==> src/rtl/mbox_irq_pkg.sv <==
package mbox_irq_pkg;

    typedef struct packed {
        logic en;
        logic oe;
        logic wr;
    } port_ctl_t;

    typedef struct packed {
        logic pend;
    } flag_state_t;

    localparam int unsigned NUM_PORTS = 2;

endpackage

==> src/rtl/mbox_port_decode.sv <==
module mbox_port_decode
    import mbox_irq_pkg::*;
#(
    parameter int unsigned          ADDR_W   = 11,
    parameter logic [ADDR_W-1:0]    OWN_BOX  = '1,
    parameter logic [ADDR_W-1:0]    PEER_BOX = '0
) (
    input  port_ctl_t               ctl,
    input  logic [ADDR_W-1:0]       addr,
    output logic                    own_ack,
    output logic                    peer_post
);

    always_comb begin
        own_ack   = ctl.en && ctl.oe && (addr == OWN_BOX);
        peer_post = ctl.en && ctl.wr && (addr == PEER_BOX);
    end

endmodule

==> src/rtl/mbox_flag.sv <==
module mbox_flag
    import mbox_irq_pkg::*;
(
    input  logic clk,
    input  logic rst_n,
    input  logic func_en,
    input  logic post,
    input  logic ack,
    output logic irq_n
);

    flag_state_t st_d, st_q;

    always_comb begin
        st_d = st_q;
        if (!func_en) begin
            st_d.pend = 1'b0;
        end else if (post) begin
            st_d.pend = 1'b1;
        end else if (ack) begin
            st_d.pend = 1'b0;
        end
    end

    always_ff @(posedge clk or negedge rst_n) begin
        if (!rst_n) begin
            st_q <= '0;
        end else begin
            st_q <= st_d;
        end
    end

    assign irq_n = ~st_q.pend;

endmodule

==> src/rtl/mbox_irq_top.sv <==
module mbox_irq_top
    import mbox_irq_pkg::*;
#(
    parameter int unsigned ADDR_W = 11
) (
    input  logic              clk,
    input  logic              rst_n,
    input  logic              irq_en,
    input  logic              a_en,
    input  logic              a_oe,
    input  logic              a_wr,
    input  logic [ADDR_W-1:0] a_addr,
    input  logic              b_en,
    input  logic              b_oe,
    input  logic              b_wr,
    input  logic [ADDR_W-1:0] b_addr,
    output logic              a_irq_n,
    output logic              b_irq_n
);

    localparam logic [ADDR_W-1:0] TOP_ADDR = {ADDR_W{1'b1}};
    localparam logic [ADDR_W-1:0] BOX_A    = TOP_ADDR - 1'b1;
    localparam logic [ADDR_W-1:0] BOX_B    = TOP_ADDR;

    port_ctl_t         ctl   [NUM_PORTS];
    logic [ADDR_W-1:0] addr  [NUM_PORTS];
    logic              ack   [NUM_PORTS];
    logic              post  [NUM_PORTS];
    logic              irq_v [NUM_PORTS];

    always_comb begin
        ctl[0]  = '{en: a_en, oe: a_oe, wr: a_wr};
        ctl[1]  = '{en: b_en, oe: b_oe, wr: b_wr};
        addr[0] = a_addr;
        addr[1] = b_addr;
    end

    for (genvar p = 0; p < NUM_PORTS; p++) begin : g_port
        localparam logic [ADDR_W-1:0] OWN  = (p == 0) ? BOX_A : BOX_B;
        localparam logic [ADDR_W-1:0] PEER = (p == 0) ? BOX_B : BOX_A;

        mbox_port_decode #(
            .ADDR_W   (ADDR_W),
            .OWN_BOX  (OWN),
            .PEER_BOX (PEER)
        ) u_dec (
            .ctl       (ctl[p]),
            .addr      (addr[p]),
            .own_ack   (ack[p]),
            .peer_post (post[p])
        );

        mbox_flag u_flag (
            .clk     (clk),
            .rst_n   (rst_n),
            .func_en (irq_en),
            .post    (post[NUM_PORTS-1-p]),
            .ack     (ack[p]),
            .irq_n   (irq_v[p])
        );
    end

    assign a_irq_n = irq_v[0];
    assign b_irq_n = irq_v[1];

endmodule

==> config.mk <==
export PLATFORM = sky130hd
export DESIGN_NAME = mbox_irq_top
export DESIGN_NICKNAME = d
export VERILOG_FILES = /design/src/rtl/mbox_irq_pkg.sv /design/src/rtl/mbox_port_decode.sv /design/src/rtl/mbox_flag.sv /design/src/rtl/mbox_irq_top.sv
export SDC_FILE = /design/constraint.sdc
export NUM_CORES = 1
export LEC_CHECK = 0
export ABC_AREA = 1
export ABC_CLOCK_PERIOD_IN_PS = 850
export BUFFER_PORTS_ARGS = -buffer_cell sky130_fd_sc_hd__buf_2
export CORE_AREA = 3 3 40 42
export CTS_CLUSTER_SIZE = 12
export DETAILED_ROUTE_END_ITERATION = 8
export DIE_AREA = 0 0 43 45
export PLACE_DENSITY_LB_ADDON = 0.3
export SLEW_MARGIN = 20
export SYNTH_ARGS = -nofsm -noshare
export SYNTH_HDL_FRONTEND = slang
export SYNTH_SLANG_ARGS = --single-unit
export TNS_END_PERCENT = 100
==> constraint.sdc <==
create_clock -name clk -period 0.85 [get_ports clk]
set_input_delay 0 -clock clk [delete_from_list [all_inputs] [get_ports clk]]
set_output_delay 0 -clock clk [all_outputs]
set_load 0.01 [all_outputs]
### Yosys cells after proc, flatten, opt, wreduce, memory -nomap -nowiden

Index checks and enable logic that the tools add are counted.

* register bits after elaboration: 2
* input bits: 31
* output and inout bits: 2
* logic and storage cells: 24

* eq/ne operators: 6
* multiplexer cells: 6
* bitwise logic cells: 2
* reductions and logical operators: 8

Operator list (number)
* 11-bit == test, second input constant: 4
* 1-bit logical AND: 8
* 1-bit 2-to-1 mux: 6
* 3-bit by 1-bit inequality test with 1-bit output, second input constant: 2
* 1-bit inverter: 2

### Longest topological paths before layout

* depth in word-level cells: 5
* gate-level depth with buffers: 7
* gate-level depth less buffers: 7

### Hierarchy

Synthesis repeated with hierarchy kept, for this count alone.

* cells, all modules: 52
* area total of the unflattened synthesis: 251.5 µm²

Modules (own cells, without submodules)
* mbox_flag: instances 2, cells an instance 7, area each 52.6 µm², sequential area each 25.0 µm²
* mbox_port_decode at g_port[1].u_dec: instances 1, cells an instance 20, area each 76.3 µm², sequential area each 0.0 µm²
* mbox_port_decode at g_port[0].u_dec: instances 1, cells an instance 18, area each 70.1 µm², sequential area each 0.0 µm²

### Worst setup path before layout

No wires, ideal clock.

* kind: reg2reg
* start: reg g_port[0].u_flag.st_q (netlist name)
* end: reg g_port[0].u_flag.st_q
* library setup time: 117 ps
* arrival time: 464 ps
* required time: 733 ps
* setup slack: 268 ps
* cell stages (with the launch flop): 3
* path buffers: 0
* clock period less this slack: 582 ps
* cell sequence: dfrtp_1 nand2_1 a21oi_2

RTL lines
* end signal: assignment: line mbox_flag.sv:29 `st_q <= st_d;`
* end: declaration: line mbox_flag.sv:12 `flag_state_t st_d, st_q;`

### Final worst setup path

* start: reg g_port[1].u_flag.st_q
* end: out b_irq_n

* longest elaborated chain between the ends: 1

Ends and longest elaborated chain
* start: declaration: line mbox_flag.sv:12
* start signal: assignment: line mbox_flag.sv:29
* 1-bit inverter: line mbox_flag.sv:33 `assign irq_n = ~st_q.pend;`
* end: declaration: line mbox_irq_top.sv:18 `output logic b_irq_n`

Every way passes these cells.

==> impl_metrics.json <==
{
  "ys_ff_latch": 2,
  "worst_slack_ps": 98.36,
  "min_period_ps": 751.6,
  "synth_commonest_cells": "20 x nand2_1, 13 x inv_1, 4 x nor2_1",
  "r2r_slack_ps": 250,
  "clock_skew_ps": 0,
  "crit_type": "register to output pin",
  "rsz0062_at_grt": "false",
  "routabilityCongestion": 0.6596,
  "vias": 370,
  "grt_pass1_vias": 353,
  "die_area_mm2": 0.001935,
  "slew_headroom_pct": 91.68,
  "reg_top3": "g_port.u_flag.st_q: 2 flops",
  "drtIter0Drc": 2,
  "critPathMaxStageDelay_ps": 370,
  "hold_viol": 0,
  "cp_slowest_cell": "dfrtp_1",
  "powerDensity_mw_per_mm2": 884.7,
  "cts_tree": "built",
  "pre_cts_slack_ps": 221.1,
  "drtAntennaViolNets": 0,
  "timing.critical_path.buf_inv": 2,
  "worstPathMaxFanout": 2,
  "port_buffers": 32,
  "diodes": 0,
  "die_h_um": 45,
  "cts_sinks": 2,
  "core_area_mm2": 0.001285,
  "cap_violations": 0,
  "setup_tns_ps": 0,
  "hold_end": "g_port[0].u_flag.st_q",
  "worst_pin_slew_ps": 124.4,
  "areaGrowthSynthToFinish_pct": 86.67,
  "dieWidth_um": 43,
  "initial_utilization_pct": 18.99,
  "required_ps": 850,
  "cp-start-kind": "register",
  "min_path_cells": 3,
  "routed_wl_um": 639,
  "syn-num-nets": 78,
  "avgSynthCellArea_um2": 5.191,
  "via_per_inst": 3.776,
  "ir_worst_vdd_mv": 0.3449,
  "clk_latency_ps": 220,
  "synth_cells": 47,
  "ys_types": 10,
  "status": "complete, no violations",
  "hpwl_um": 600.2,
  "yosys-top-cells-area": "nand2_1 31%, dfrtp_1 21%, inv_1 20%",
  "nFillCells": 163,
  "hold_ws_ps": 26.51,
  "fmax_mhz": 1330,
  "numCtsBuffers": 3,
  "syn_area_um2": 244.0,
  "drc_errors": 0,
  "cts_root_buf": "clkbuf_4",
  "grt_first_pass_wirelength_mm": 1.117,
  "htree_levels": 1,
  "synth-seq-area-share_pct": 20.51,
  "largest_reg_flops": 2,
  "synth_top_area_share_pct": 30.77,
  "yosys.area.top_type": "nand2_1",
  "reg2reg_from": "g_port[0].u_flag.st_q",
  "r2r_end": "g_port[0].u_flag.st_q",
  "rows": 13,
  "ys_warn_count": 0,
  "rr_worst_depth": 2,
  "cts.clk_slew.worst_paths_ps": 30,
  "slew_violations": 0,
  "regMostFlops": "g_port.u_flag.st_q",
  "drt-wirelength-per-cell_um": 6.520,
  "io_pins": 33,
  "antenna_found_initial": 0,
  "grt_overflow": 0,
  "path_delay_family": "flip-flops",
  "leakage_nw": 0.2960,
  "synth_ff_type": "dfrtp_1",
  "final_nets": 116,
  "first_pass_iters": 4,
  "async_flop_share_pct": 100.0,
  "post-route-period-util_pct": 88.43,
  "cts_max_path_buffers": 2,
  "grt_usage_pct": 7.488,
  "setup_viol": 0,
  "crit_arrival_ps": 750,
  "hp-class": "input pin to register",
  "grt_max_degree": 3,
  "cp-end-kind": "output pin",
  "ctsResizeCount": 0,
  "synth_most_common_cell": "nand2_1",
  "worstPathCellList": "inv_1, buf_2",
  "hp-start": "irq_en",
  "drive_gt1_share_pct": 49.40,
  "synth_edf_count": 0
}
[repair_timing]
item | CTS | global route
hold endpoints to repair | 2 | 0
hold buffers | 1 | 0
buffers inserted | 0 | 0
[logic make-up after synthesis]
logic type | count (synthesis) | share of synthesized area [%]
simple gates | 29 | 52.30
flops | 2 | 20.51
compound gates | 2 | 5.640
buf+inv | 14 | 21.54
[per-stage QoR]
stage                     instances  util (%)  area (um2)  total power, mW
after floorplan                  47         -       244.0           0.1278
after global placement           94     32.91       422.9           0.1975
after detailed placement         94     32.91       422.9           0.1990
after CTS                        98     35.44       455.4           0.4145
after global routing             98     35.44       455.4           0.4469
final                            98     35.44       455.4           0.4029
[tightest hold or removal path: cells and delay by family]
kind	cells	cell delay, ps
buf+inv	2	170
compound gates	1	30
[cell usage in the layout (no fill, tap or decap), drive strengths merged]
master        n
buf          32
nand2        20
inv          14
nor2          6
clkbuf        3
nand3         3
dfrtp         2
a21oi         2
dlygate4sd3   1
[layer usage]
layer	vias up	GRT usage [%]	share of wire [%]
met5	-	0	0
met4	0	3.614	0
met3	0	3.187	23
met2	26	13.17	42
met1	140	7.692	36
li1	204	-	-
[layout make-up]
cell class,instances,area (um2),share of cell area (%)
Inverter,14,52.55,11.54
Multi-Input combinational cell,31,141.4,31.04
Tap cell,15,18.77,4.121
Clock buffer,3,22.52,4.945
Sequential cell,2,50.05,10.99
Timing Repair Buffer,33,170.2,37.36
[worst max path at each step]
stage / startpoint / end / slack [ps] / cells past startpoint
3_5_place_dp: b_addr[7] / g_port[1].u_flag.st_q / 220 / 8
3_3_place_gp: b_addr[7] / g_port[1].u_flag.st_q / 230 / 8
6_report: g_port[1].u_flag.st_q / b_irq_n / 100 / 2
5_1_grt: g_port[1].u_flag.st_q / b_irq_n / 40 / 2
2_1_floorplan: g_port[0].u_flag.st_q / g_port[0].u_flag.st_q / 270 / 2
4_1_cts: g_port[1].u_flag.st_q / b_irq_n / 80 / 2
[report_power, final]
part / switching, mW / leakage, nW / internal, mW / total, mW
sequential: 0.00000914 / 0.0280 / 0.0960 / 0.0960
combinational: 0.0400 / 0.254 / 0.0640 / 0.104
clock: 0.0477 / 0.0138 / 0.155 / 0.203
total: 0.0877 / 0.296 / 0.315 / 0.403
No activity file was read; power rests on OpenSTA's default activity.
